## config.mk

```make
export PLATFORM = sky130hd
export DESIGN_NAME = trxc_ctrl
export DESIGN_NICKNAME = d
export VERILOG_FILES = /design/src/rtl/trxc_pkg.sv /design/src/rtl/trxc_ctrl_reg.sv /design/src/rtl/trxc_seq.sv /design/src/rtl/trxc_ctrl.sv
export SDC_FILE = /design/constraint.sdc
export NUM_CORES = 1
export LEC_CHECK = 0
export BUFFER_PORTS_ARGS = -buffer_cell sky130_fd_sc_hd__buf_2
export CAP_MARGIN = 30
export CORE_ASPECT_RATIO = 0.8
export CORE_UTILIZATION = 30
export CTS_BUF_LIST = sky130_fd_sc_hd__clkbuf_4 sky130_fd_sc_hd__clkbuf_8
export CTS_CLUSTER_SIZE = 20
export DETAILED_ROUTE_END_ITERATION = 10
export GPL_ROUTABILITY_DRIVEN = 1
export HOLD_SLACK_MARGIN = 0.06
export PLACE_DENSITY = 0.59
export SYNTH_ARGS = -nofsm -noshare
export SYNTH_HDL_FRONTEND = slang
export SYNTH_SLANG_ARGS = --single-unit
```

## constraint.sdc

```tcl
create_clock -name clk -period 2.32 [get_ports clk]
set_clock_uncertainty 0.2 [all_clocks]
set_input_delay 0.232 -clock clk [delete_from_list [all_inputs] [get_ports clk]]
set_output_delay 0.232 -clock clk [all_outputs]
set_load 0.02 [all_outputs]
```

## src/rtl/trxc_pkg.sv

```systemverilog
package trxc_pkg;

   localparam int unsigned STATE_W = 3;

   typedef enum logic [STATE_W-1:0] {
      S_OFF         = 3'd0,
      S_READY       = 3'd1,
      S_LISTEN      = 3'd2,
      S_LISTEN_ACK  = 3'd3,
      S_READY_RETRY = 3'd4,
      S_DOZE        = 3'd5,
      S_SENDING     = 3'd6,
      S_PAUSED      = 3'd7
   } trxc_state_e;

   function automatic logic is_steady(input logic [STATE_W-1:0] code);
      return (code <= 3'd4);
   endfunction

endpackage

```

## src/rtl/trxc_ctrl_reg.sv

```systemverilog
module trxc_ctrl_reg #(
   parameter int unsigned REG_W   = 2,
   parameter int unsigned RST_POS = 0,
   parameter int unsigned LVL_POS = 1
) (
   input  logic             clk,
   input  logic             rst_n,
   input  logic             wr_en,
   input  logic [REG_W-1:0] wr_data,
   output logic             lvl_o,
   output logic             rise_o,
   output logic             fall_o,
   output logic             rst_req_o,
   output logic             strobe_o,
   output logic [REG_W-1:0] rdata_o
);

   if (REG_W < 2) begin : g_bad_width
      $error("trxc_ctrl_reg: REG_W must be at least 2");
   end
   if (RST_POS == LVL_POS) begin : g_bad_pos
      $error("trxc_ctrl_reg: reset and level bits must differ");
   end
   if (RST_POS >= REG_W || LVL_POS >= REG_W) begin : g_bad_range
      $error("trxc_ctrl_reg: bit position outside register");
   end

   logic lvl_q;
   logic strobe_q;
   logic new_lvl;

   assign new_lvl   = wr_data[LVL_POS];
   assign rst_req_o = wr_en & wr_data[RST_POS];
   assign rise_o    = wr_en &  new_lvl & ~lvl_q;
   assign fall_o    = wr_en & ~new_lvl &  lvl_q;

   always_ff @(posedge clk or negedge rst_n) begin
      if (!rst_n) begin
         lvl_q    <= 1'b0;
         strobe_q <= 1'b0;
      end else begin
         strobe_q <= rst_req_o;
         if (wr_en) lvl_q <= new_lvl;
      end
   end

   assign lvl_o    = lvl_q;
   assign strobe_o = strobe_q;

   for (genvar i = 0; i < REG_W; i++) begin : g_rd
      if (i == LVL_POS) begin : g_lvl
         assign rdata_o[i] = lvl_q;
      end else begin : g_zero
         assign rdata_o[i] = 1'b0;
      end
   end

   // the level bit only moves on a write
   a_r3_level_held: assert property (@(posedge clk) disable iff (!rst_n)
      !wr_en |=> $stable(lvl_q));

   // the strobe lasts one cycle unless a new request arrives
   a_r2_strobe_single: assert property (@(posedge clk) disable iff (!rst_n)
      (strobe_q && !rst_req_o) |=> !strobe_q);

endmodule

```

## src/rtl/trxc_seq.sv

```systemverilog
module trxc_seq
   import trxc_pkg::*;
(
   input  logic               clk,
   input  logic               rst_n,
   input  logic               rst_req,
   input  logic               rise,
   input  logic               fall,
   input  logic               lvl,
   input  logic               cmd_valid,
   input  logic [STATE_W-1:0] cmd_state,
   input  logic               tx_done,
   output logic [STATE_W-1:0] state_o,
   output logic               basic_go_o,
   output logic               retry_go_o
);

   trxc_state_e st_q, st_n, ret_q, ret_n;
   logic        go_b_q, go_b_n, go_r_q, go_r_n;
   logic        cmd_ok;

   assign cmd_ok = cmd_valid & is_steady(cmd_state);

   always_comb begin
      st_n   = st_q;
      ret_n  = ret_q;
      go_b_n = 1'b0;
      go_r_n = 1'b0;
      if (rst_req) begin
         st_n  = S_OFF;
         ret_n = S_OFF;
      end else begin
         unique case (st_q)
            S_OFF: begin
               if (rise) begin
                  st_n  = S_DOZE;
                  ret_n = S_OFF;
               end else if (cmd_ok) st_n = trxc_state_e'(cmd_state);
            end
            S_READY, S_READY_RETRY: begin
               if (rise) begin
                  st_n  = S_SENDING;
                  ret_n = st_q;
                  if (st_q == S_READY) go_b_n = 1'b1;
                  else                 go_r_n = 1'b1;
               end else if (cmd_ok) st_n = trxc_state_e'(cmd_state);
            end
            S_LISTEN, S_LISTEN_ACK: begin
               if (rise) begin
                  st_n  = S_PAUSED;
                  ret_n = st_q;
               end else if (cmd_ok) st_n = trxc_state_e'(cmd_state);
            end
            S_DOZE, S_PAUSED: begin
               if (fall) st_n = ret_q;
            end
            S_SENDING: begin
               if (tx_done) st_n = ret_q;
            end
            default: st_n = S_OFF;
         endcase
      end
   end

   always_ff @(posedge clk or negedge rst_n) begin
      if (!rst_n) begin
         st_q   <= S_OFF;
         ret_q  <= S_OFF;
         go_b_q <= 1'b0;
         go_r_q <= 1'b0;
      end else begin
         st_q   <= st_n;
         ret_q  <= ret_n;
         go_b_q <= go_b_n;
         go_r_q <= go_r_n;
      end
   end

   assign state_o    = st_q;
   assign basic_go_o = go_b_q;
   assign retry_go_o = go_r_q;

   // doze is reached only from off
   a_r7_doze_from_off: assert property (@(posedge clk) disable iff (!rst_n)
      $rose(st_q == S_DOZE) |-> $past(st_q) == S_OFF);

   // paused and doze only while the level bit stays high
   a_r8_hold_needs_level: assert property (@(posedge clk) disable iff (!rst_n)
      (st_q == S_PAUSED || st_q == S_DOZE) |-> lvl);

   // pause returns to a listen state
   a_r8_pause_return: assert property (@(posedge clk) disable iff (!rst_n)
      $fell(st_q == S_PAUSED) |-> (st_q == S_LISTEN || st_q == S_LISTEN_ACK || st_q == S_OFF));

   // basic launch is a single cycle
   a_r4_pulse_single: assert property (@(posedge clk) disable iff (!rst_n)
      go_b_q |=> !go_b_q);

   // retry launch lands in sending
   a_r5_retry_sending: assert property (@(posedge clk) disable iff (!rst_n)
      go_r_q |-> st_q == S_SENDING);

endmodule

```

## src/rtl/trxc_ctrl.sv

```systemverilog
module trxc_ctrl
   import trxc_pkg::*;
#(
   parameter int unsigned REG_W   = 2,
   parameter int unsigned RST_POS = 0,
   parameter int unsigned LVL_POS = 1
) (
   input  logic               clk,
   input  logic               rst_n,
   input  logic               wr_en,
   input  logic [REG_W-1:0]   wr_data,
   output logic [REG_W-1:0]   rdata,
   input  logic               cmd_valid,
   input  logic [STATE_W-1:0] cmd_state,
   input  logic               tx_done,
   output logic [STATE_W-1:0] state_o,
   output logic               tx_start_o,
   output logic               retry_start_o,
   output logic               trx_reset_o
);

   logic lvl, rise, fall, rst_req;

   trxc_ctrl_reg #(
      .REG_W  (REG_W),
      .RST_POS(RST_POS),
      .LVL_POS(LVL_POS)
   ) u_reg (
      .clk      (clk),
      .rst_n    (rst_n),
      .wr_en    (wr_en),
      .wr_data  (wr_data),
      .lvl_o    (lvl),
      .rise_o   (rise),
      .fall_o   (fall),
      .rst_req_o(rst_req),
      .strobe_o (trx_reset_o),
      .rdata_o  (rdata)
   );

   trxc_seq u_seq (
      .clk       (clk),
      .rst_n     (rst_n),
      .rst_req   (rst_req),
      .rise      (rise),
      .fall      (fall),
      .lvl       (lvl),
      .cmd_valid (cmd_valid),
      .cmd_state (cmd_state),
      .tx_done   (tx_done),
      .state_o   (state_o),
      .basic_go_o(tx_start_o),
      .retry_go_o(retry_start_o)
   );

   // a reset strobe always coincides with the off state and no launch
   a_r10_reset_wins: assert property (@(posedge clk) disable iff (!rst_n)
      trx_reset_o |-> (state_o == S_OFF && !tx_start_o && !retry_start_o));

   // reset bit never reads back as one
   a_r2_readback_zero: assert property (@(posedge clk) disable iff (!rst_n)
      wr_en |=> rdata[RST_POS] == 1'b0);

endmodule

```

==> results of run 1 <==
-- layer usage --
metal  wire (um)  vias to the layer above  GRT usage
li1            -                      292          -
met1         681                      254      0.202
met2         609                       11      0.213
met3          83                        0     0.0753
met4           0                        0     0.0316
met5           0                        -          0
-- kinds of logic (layout without fill, tap and decap cells) --
family                 after synthesis  after routing  share of synthesized area
other                                1              1                    0.00595
AND/OR/NAND/NOR                     34             34                      0.300
AO/OA/AOI/OAI                       23             23                      0.242
flip-flops                          10             10                      0.397
buffers and inverters                7             22                     0.0555
-- area by class of cell --
cell class | count | area share
clock buffer | 4 | 0.0480
timing repair buffer | 17 | 0.119
multi-input combinational | 58 | 0.457
tap | 24 | 0.0397
sequential | 10 | 0.331
inverter | 1 | 0.00497
-- how the worst max path moves through the flow --
stage,from,to,slack [ps],cells after the start
6_report,u_seq.state_o[1],u_seq.state_o[0],620,4
5_1_grt,u_seq.state_o[1],u_seq.state_o[1],420,5
3_3_place_gp,u_seq.state_o[0],u_seq.state_o[2],630,5
3_5_place_dp,u_seq.state_o[0],u_seq.state_o[0],630,4
2_1_floorplan,u_seq.state_o[0],u_seq.state_o[1],630,5
4_1_cts,u_seq.state_o[0],u_seq.state_o[0],610,4
-- state kept, by name (all words and copies together), names as in the netlist --
register / cells
u_seq.ret_q: 3
u_seq.state_o: 3
u_reg.lvl_o: 1
u_reg.strobe_o: 1
u_seq.basic_go_o: 1
u_seq.retry_go_o: 1
-- power by group through the flow --
stage,registers [uW],logic (uW),clock network (uW)
after floorplan,290,241,0
after global placement,315,296,0
after detailed placement,317,293,0
after CTS,314,296,162
after global routing,331,333,174
final,315,294,158
-- critical path, cell delays in order, from the launching register on --
cell,delay (ps)
dfrtp_1,490
or4b_1,550
o311ai_1,100
a21oi_2,70
o32ai_2,200
-- cell usage in the layout, fill, tap and decap left out, types with 2 or more instances in the layout --
cell      instances
buf_2            16
nor2_1           10
dfrtp_1          10
nand2_1           8
o21ai_0           7
a21oi_1           7
nor2b_1           3
clkbuf_4          3
and2_1            2
and3_1            2
nor3b_1           2
a21o_1            2
nand3b_1          2
-- stage by stage --
stage,hold slack [ps],utilization
floorplan,-264,-
finish,66.3,0.392
global route,71.7,0.392
detailed placement,-90.9,0.368
CTS,64.0,0.392
global placement,-93.5,0.368
==> qor.yml, run 1 <==
drtIter0Drc: 10
vias: 557
crit_type: "flip-flop to flip-flop"
clock_latency_ps: 270
drt-total-wl_um: 1370
register_area_sq_um: 250
critPathMaxFanout: 12
antenna_found_initial: 0
period_needed_ps: 1700
setup.worst_path.start_class: "flip-flop"
grt_pass1_vias: 538
dieArea_sq_um: 2290
grt_first_pass_wirelength_um: 2420
hold_path.class: "input port to flip-flop"
core_area_sq_um: 1930
max_freq_mhz: 588
syn_nets: 85
die_h_um: 43.0
worstHoldStart: "wr_en"
place_inst: 109
seqPwrFrac: 0.411
clockRootBuffer: "clkbuf_4"
min_path_cells: 2
fill_cells: 205
wire_per_inst_um: 12.0
synthFlopType: "dfrtp_1"
final-hold-violation-count: 0
reg2reg_depth: 4
post-place-ws_ps: 630
drc: 0
ys_top_cells_by_area: "dfrtp_1 (40%), nor2_1 (6.0%), a21oi_1 (5.6%)"
grt_max_degree: 16
combPwrFrac: 0.383
p_int_uw: 449
ff2ff_setup_slack_ps: 620
r2r-start: "u_seq.state_o[1]"
synth_top_cell_by_area: "dfrtp_1"
place_area_sq_um: 709
start_util: 0.327
synth_area_per_cell_sq_um: 8.41
cts_sinks: 10
gp_congestion: 0.829
htreeDepth: 1
status: "complete, no violations"
cp.arrival_ps: 1680
async_flop_share: 1.00
synth-seq-cells: 10
numCtsBuffers: 3
worstPathRequired_ps: 2300
pin_count: 18
power.share.clock: 0.206
power.total_uw: 767
slew_viol_final: 0
synth_cell_type_count: 28
power_switching_uw: 318
p_per_area_nw_per_um2: 1010
p_sw_frac: 0.415
r2r-end: "u_seq.state_o[0]"
maxCapViolations: 0
cts_resized: 0
grt_usage: 0.150
yosys-top-cells-count: "dfrtp_1 (10), nor2_1 (10), nand2_1 (8), a21oi_1 (7), o21ai_0 (7)"
synthCells: 75
clk_pin_slew_ps: 70
area_growth_syn_to_layout_pct: 19.8
multi_input_area_sq_um: 345
post-cts-setup-buffers: 0
viasPerCell: 4.89
num_rows: 14
globalRouteOverflowTotal: 0
post-route-worst-setup-slack_ps: 619
drt_first_pass_iters: 4
fp.dieW_um: 53.3
cts_hold_buf: 1
dpl.hpwl_um: 1020
fin_nets: 101
ant_nets: 0
stdcell_count: 114
synth_top_area_share: 0.397
hold_end: "u_reg.lvl_o"
io_buffers: 16
irDropWorstVdd_v: 0.000559
yosysWarnings: 0
cts_buffer_depth: 2
ys_seq_area_frac: 0.397
endpoint_kind: "flip-flop"
drive_above_1_share: 0.256
grt_setup_unrepaired: "no"
p_leak_uw: 0.000369
setup_viol: 0
synth_enable_flop_cells: 0
fin_area_sq_um: 756
cts_tree: "yes"
syn_area_sq_um: 631
fin_setup_tns_ps: 0
diodes: 0
fin_crit_sh: 0.733
(Power assumes the default switching activity.)
==> run 2: changes to the inputs <==
--- a/config.mk
+++ b/config.mk
@@ -14,7 +14,7 @@
 export DETAILED_ROUTE_END_ITERATION = 10
 export GPL_ROUTABILITY_DRIVEN = 1
 export HOLD_SLACK_MARGIN = 0.06
-export PLACE_DENSITY = 0.59
+export PLACE_DENSITY = 0.61
 export SYNTH_ARGS = -nofsm -noshare
 export SYNTH_HDL_FRONTEND = slang
 export SYNTH_SLANG_ARGS = --single-unit
==> constraint.sdc (replaced) <==
create_clock -name clk -period 1.4 [get_ports clk]
set_clock_uncertainty 0.2 [all_clocks]
set_input_delay 0.14 -clock clk [delete_from_list [all_inputs] [get_ports clk]]
set_output_delay 0.14 -clock clk [all_outputs]
set_load 0.02 [all_outputs]
==> run 2 against run 1 <==
  * The run now ends with negative setup slack left
  * First-iteration DRC count is 20% lower
  * Non-clock buffer count is 22 higher
  * Largest cell class unchanged
  * Largest power group is now combinational cells
  * Register-to-register slack worse by 840 ps
==> qor.yml, run 2 (synthesis gave the netlist of run 1 again) <==
num_rows: 14  # unchanged
drt_first_pass_iters: 4  # unchanged
start_util: 0.327  # unchanged
power_switching_uw: 657  # was 318 uW
endpoint_kind: "flip-flop"  # unchanged
fin_hold_ws_ps: 59.1  # was 66.3 ps
slew_viol_final: 0  # unchanged
wire_per_inst_um: 12.9  # was 12.0 um
antenna_found_initial: 0  # unchanged
die_h_um: 43.0  # unchanged
vias: 688  # was 557
io_buffers: 16  # unchanged
worstPathRequired_ps: 1370  # was 2300 ps
final_util: 0.516  # was 0.392
gp_congestion: 0.876  # was 0.829
p_sw_frac: 0.389  # was 0.415
clk_pin_slew_ps: 70  # about the same
drtIter0Drc: 8  # was 10
dpl.hpwl_um: 1240  # was 1020 um
fin_crit_sh: 1.16  # was 0.733
crit_type: "flip-flop to flip-flop"  # unchanged
status: "finished with violations"  # was complete, no violations
maxCapViolations: 0  # unchanged
setup.worst_path.start_class: "flip-flop"  # unchanged
p_leak_uw: 0.000489  # was 0.000369 uW
fp.dieW_um: 53.3  # unchanged
fin_nets: 123  # was 101
seqPwrFrac: 0.280  # was 0.411
irDropWorstVdd_v: 0.000919  # was 0.000559 V
violations: "negative setup slack"
ant_nets: 0  # unchanged
power.share.clock: 0.136  # was 0.206
grt_usage: 0.176  # was 0.150
post-route-worst-setup-slack_ps: -222  # was 619 ps
post-place-ws_ps: -177  # was 630 ps
power.total_uw: 1690  # was 767 uW
grt_pass1_vias: 640  # was 538
period_needed_ps: 1620  # was 1700 ps
cts_buffer_depth: 2  # unchanged
final_common_cell: "buf_4"  # was buf_2
diodes: 0  # unchanged
max_freq_mhz: 617  # was 588 MHz
fin_setup_tns_ps: -407  # was 0 ps
cts_tree: "yes"  # unchanged
grt_setup_unrepaired: "yes"  # was no
critPathMaxFanout: 4  # was 12
drc: 0  # unchanged
core_area_sq_um: 1930  # unchanged
clock_latency_ps: 270  # about the same
viasPerCell: 5.06  # was 4.89
final-hold-violation-count: 0  # unchanged
setup_viol: 5  # was 0
fill_cells: 178  # was 205
hold_path.class: "input port to asynchronous set/reset pin"  # was input port to flip-flop
p_per_area_nw_per_um2: 1700  # was 1010 nW/um^2
drt-total-wl_um: 1750  # was 1370 um
p_int_uw: 1030  # was 449 uW
dieArea_sq_um: 2290  # unchanged
globalRouteOverflowTotal: 0  # unchanged
drive_above_1_share: 0.473  # was 0.256
pin_count: 18  # unchanged
final_cell_mix: "buf_4 (16), buf_2 (14), nor2_1 (8), nand2_1 (8), dfrtp_1 (8)"  # was buf_2 (16), nor2_1 (10), dfrtp_1 (10), nand2_1 (8)
grt_max_degree: 11  # was 16
htreeDepth: 1  # unchanged
numCtsBuffers: 3  # unchanged
cp.arrival_ps: 1590  # was 1680 ps
grt_first_pass_wirelength_um: 2840  # was 2420 um
cts_sinks: 10  # unchanged
area_growth_syn_to_layout_pct: 57.7  # was 19.8%
combPwrFrac: 0.583  # was 0.383
clockRootBuffer: "clkbuf_4"  # unchanged
-- run 2: critical path, cell delays in order (launching register included) --
cell and delay (ps):
dfrtp_2 440, or4b_4 540, o311ai_2 90, a21oi_2 60
o32ai_2 190
-- run 2: repair_timing --
item                                   CTS  global route
cloned                                   0             0
hold buffers                             4             0
setup buffers                            2             1
gates resized for setup                 11            10
pin swaps                                5             2
endpoints found under the hold margin   14             0
setup endpoints to repair                7             8
-- run 2: power by group through the flow --
stage               registers, uW  logic, uW  clock network (uW)
detailed placement            458        782                   0
floorplan                     484        418                   0
finish                        475        987                 231
CTS                           463        910                 238
global route                  485       1060                 262
global placement              454        780                   0
-- run 2: stage by stage --
step,std cells,cell area [sq um]
after global placement,126,845
after floorplan,75,641
after detailed placement,126,845
after global routing,136,995
final,136,995
after CTS,136,967
-- run 2: final timing paths --
| kind | to | slack (ps) | from | depth (start not counted) |
|---|---|---|---|---|
| max in group asynchronous | u_seq.state_o[2] | 730 | rst_n | 2 |
| worst max register to register | u_seq.state_o[0] | -220 | u_seq.state_o[1] | 4 |
| worst min register to register | u_seq.ret_q[1] | 370 | u_seq.ret_q[1] | 2 |
| worst min-delay path | u_reg.lvl_o | 60 | rst_n | 2 |
| worst max-delay path | u_seq.state_o[0] | -220 | u_seq.state_o[1] | 4 |
| min in group clk | u_reg.lvl_o | 90 | wr_en | 4 |
-- run 2: layout make-up --
type,instances,area [sq um],area share
flip-flops and latches,10,253,0.254
clock buffers,4,30.0,0.0302
inverters,1,3.75,0.00377
multi-input cells,58,392,0.394
repair buffers,39,287,0.288
well taps,24,30.0,0.0302
-- run 2: layer usage --
metal  part of all wire  GRT usage  wire (um)  vias to the layer above
met3              0.054     0.0753         95                        2
met1               0.47      0.247        820                      332
met2               0.47      0.250        825                       14
met5                  0          0          0                        -
li1                   -          -          -                      340
met4             0.0040     0.0316          7                        0
==> run 3: changes to the inputs <==
--- a/config.mk
+++ b/config.mk
@@ -7,14 +7,13 @@
 export LEC_CHECK = 0
 export BUFFER_PORTS_ARGS = -buffer_cell sky130_fd_sc_hd__buf_2
 export CAP_MARGIN = 30
-export CORE_ASPECT_RATIO = 0.8
-export CORE_UTILIZATION = 30
+export CORE_UTILIZATION = 40
 export CTS_BUF_LIST = sky130_fd_sc_hd__clkbuf_4 sky130_fd_sc_hd__clkbuf_8
 export CTS_CLUSTER_SIZE = 20
 export DETAILED_ROUTE_END_ITERATION = 10
 export GPL_ROUTABILITY_DRIVEN = 1
 export HOLD_SLACK_MARGIN = 0.06
-export PLACE_DENSITY = 0.61
+export PLACE_DENSITY = 0.75
 export SYNTH_ARGS = -nofsm -noshare
 export SYNTH_HDL_FRONTEND = slang
 export SYNTH_SLANG_ARGS = --single-unit
==> constraint.sdc (replaced) <==
create_clock -name clk -period 1.4 [get_ports clk]
set_clock_uncertainty 0.2 [all_clocks]
set_input_delay 0.07 -clock clk [delete_from_list [all_inputs] [get_ports clk]]
set_output_delay 0.07 -clock clk [all_outputs]
set_load 0.02 [all_outputs]
==> run 3 against run 2 <==
  * The flow still finishes with violations (negative setup slack)
  * Sequential power shrank 4.8%
  * Clock-buffer cell count is the same
  * Die area shrank 24%
  * Critical path depth grew 1
  * Total power grew 2.4%
  * Via count grew 3.3%
  * Setup slack lost 34 ps
  * Hold slack gained 44 ps
  * First-iteration DRC count grew 100%
  * Core utilization grew 21 points
  * Critical path type unchanged
  * Highest routed layer unchanged
==> qor.yml, run 3 (synthesis gave the netlist of run 1 again) <==
grt_max_degree: 11  # unchanged
fill_cells: 97  # was 178
cp_cell_sequence: "nand3b_4, or4b_4, o311ai_2, a21oi_2, o32ai_2"  # was or4b_4, o311ai_2, a21oi_2, o32ai_2
grt_usage: 0.232  # was 0.176
worstPathRequired_ps: 1390  # was 1370 ps
clockRootBuffer: "clkbuf_4"  # unchanged
period_needed_ps: 1660  # was 1620 ps
drive_above_1_share: 0.442  # was 0.473
cp.buffers_inverters: 0  # unchanged
grt_setup_unrepaired: "yes"  # unchanged
final_cell_mix: "buf_4 (15), buf_2 (13), dfrtp_1 (9), nor2_1 (7), nand2_1 (7)"  # was buf_4 (16), buf_2 (14), nor2_1 (8), nand2_1 (8), dfrtp_1 (8)
max_stage_delay_ps: 460  # was 540 ps
cp.arrival_ps: 1640  # was 1590 ps
fp.dieW_um: 41.7  # was 53.3 um
wire_per_inst_um: 15.6  # was 12.9 um
post-route-worst-setup-slack_ps: -256  # was -222 ps
p_per_area_nw_per_um2: 1720  # was 1700 nW/um^2
final_common_cell: "buf_4"  # unchanged
dieArea_sq_um: 1740  # was 2290 sq um
critPathTopFamily: "simple AND/OR/NAND/NOR gates"  # unchanged
place_inst: 116  # was 126
viasPerCell: 5.55  # was 5.06
dpl.hpwl_um: 1260  # was 1240 um
power.share.clock: 0.164  # was 0.136
pin_count: 18  # unchanged
vias: 711  # was 688
combPwrFrac: 0.575  # was 0.583
fin_nets: 124  # was 123
p_leak_uw: 0.000491  # was 0.000489 uW
gp_congestion: 0.871  # was 0.876
r2r-start: "u_reg.lvl_o"  # was u_seq.state_o[1]
irDropWorstVdd_v: 0.000914  # was 0.000919 V
setup_viol: 4  # was 5
status: "finished with violations"  # unchanged
maxCapViolations: 0  # unchanged
slew_viol_final: 0  # unchanged
violations: "negative setup slack"  # unchanged
drtIter0Drc: 16  # was 8
p_sw_frac: 0.400  # was 0.389
stdcell_count: 128  # was 136
clk_pin_slew_ps: 80  # was 70 ps
final-hold-violation-count: 0  # unchanged
drc: 0  # unchanged
start_util: 0.456  # was 0.327
diodes: 0  # unchanged
worstHoldStart: "cmd_state[2]"
reg2reg_depth: 5  # was 4
setup.worst_path.start_class: "flip-flop"  # unchanged
seqPwrFrac: 0.261  # was 0.280
cts_tree: "yes"  # unchanged
ant_nets: 0  # unchanged
crit_type: "flip-flop to flip-flop"  # unchanged
fin_crit_sh: 1.18  # was 1.16
io_buffers: 16  # unchanged
core_area_sq_um: 1380  # was 1930 sq um
min_path_cells: 5
grt_first_pass_wirelength_um: 2860  # was 2840 um
drt-total-wl_um: 2000  # was 1750 um
critPathMaxFanout: 3  # was 4
clock_latency_ps: 290  # was 270 ps
numCtsBuffers: 3  # unchanged
cts_buffer_depth: 2  # unchanged
r2r-end: "u_seq.state_o[0]"  # unchanged
max_freq_mhz: 604  # was 617 MHz
grt_pass1_vias: 621  # was 640
hold_end: "u_seq.state_o[2]"
ff2ff_setup_slack_ps: -260  # was -220 ps
endpoint_kind: "flip-flop"  # unchanged
antenna_found_initial: 0  # unchanged
num_rows: 13  # was 14
globalRouteOverflowTotal: 0  # unchanged
htreeDepth: 1  # unchanged
p_int_uw: 1040  # was 1030 uW
slowest_stage: "or4b_4"  # unchanged
drt_first_pass_iters: 4  # unchanged
hold_path.class: "input port to flip-flop"  # was input port to asynchronous set/reset pin
fin_setup_tns_ps: -559  # was -407 ps
power_switching_uw: 693  # was 657 uW
die_h_um: 41.7  # was 43.0 um
cts_sinks: 10  # unchanged
area_growth_syn_to_layout_pct: 59.7  # was 57.7%
[run 3: cell types whose count changed in the layout (fill, tap and decap cells not counted), sizes merged]
cell,change
dlygate4sd3,+2
buf,-1
[run 3: repair_timing]
action                                  4_1_cts  5_1_grt
endpoints found under the setup margin        6       18
hold buffers                                  6        1
pin swaps                                     5        0
gates resized for setup                      10        9
gates cloned                                  0        0
buffers inserted                              1        1
endpoints found under the hold margin        17       10
[run 3: how the worst max path moves through the flow]
| stage | start | endpoint | slack [ps] | cells past startpoint |
|---|---|---|---|---|
| 2_1_floorplan | u_reg.lvl_o | u_seq.state_o[0] | -190 | 5 |
| 3_3_place_gp | u_reg.lvl_o | u_seq.state_o[0] | -140 | 5 |
| 3_5_place_dp | u_reg.lvl_o | u_seq.state_o[0] | -180 | 5 |
| 4_1_cts | u_reg.lvl_o | u_seq.state_o[0] | -210 | 5 |
| 5_1_grt | u_reg.lvl_o | u_seq.state_o[0] | -310 | 5 |
| 6_report | u_reg.lvl_o | u_seq.state_o[0] | -260 | 5 |
[run 3: routing by layer]
metal / track usage / part of all wire
met5: 0 / 0
met3: 0.0783 / 0.045
met1: 0.251 / 0.40
met4: 0.135 / 0.028
met2: 0.391 / 0.53
[run 3: through the flow]
step	cell area (sq um)	power, uW	hold WS, ps	setup WS [ps]	utilization
floorplan	641	902	-426	-187	-
global placement	826	1230	-258	-138	0.597
detailed placement	826	1250	-249	-180	0.597
CTS	963	1650	90.2	-206	0.697
global route	1010	1820	122	-305	0.729
finish	1010	1730	103	-256	0.729
[run 3: final cells by class]
type	count	area, sq um	share of cell area
Sequential cell	10	251	0.250
Multi-Input combinational cell	58	392	0.389
Timing Repair Buffer	40	305	0.303
Clock buffer	4	36.3	0.0360
Inverter	1	3.75	0.00373
Tap cell	15	18.8	0.0186
[run 3: tightest hold or removal path: stages]
cell and delay (ps):
buf_2 80, buf_4 120, a21oi_2 30, o21ai_1 130
a21o_1 120
[run 3: power by group through the flow]
stage / Combinational (uW) / Clock, uW / Sequential (uW)
floorplan: 418 / 0 / 484
global placement: 787 / 0 / 439
detailed placement: 805 / 0 / 447
CTS: 916 / 289 / 441
global route: 1050 / 307 / 466
finish: 996 / 285 / 452
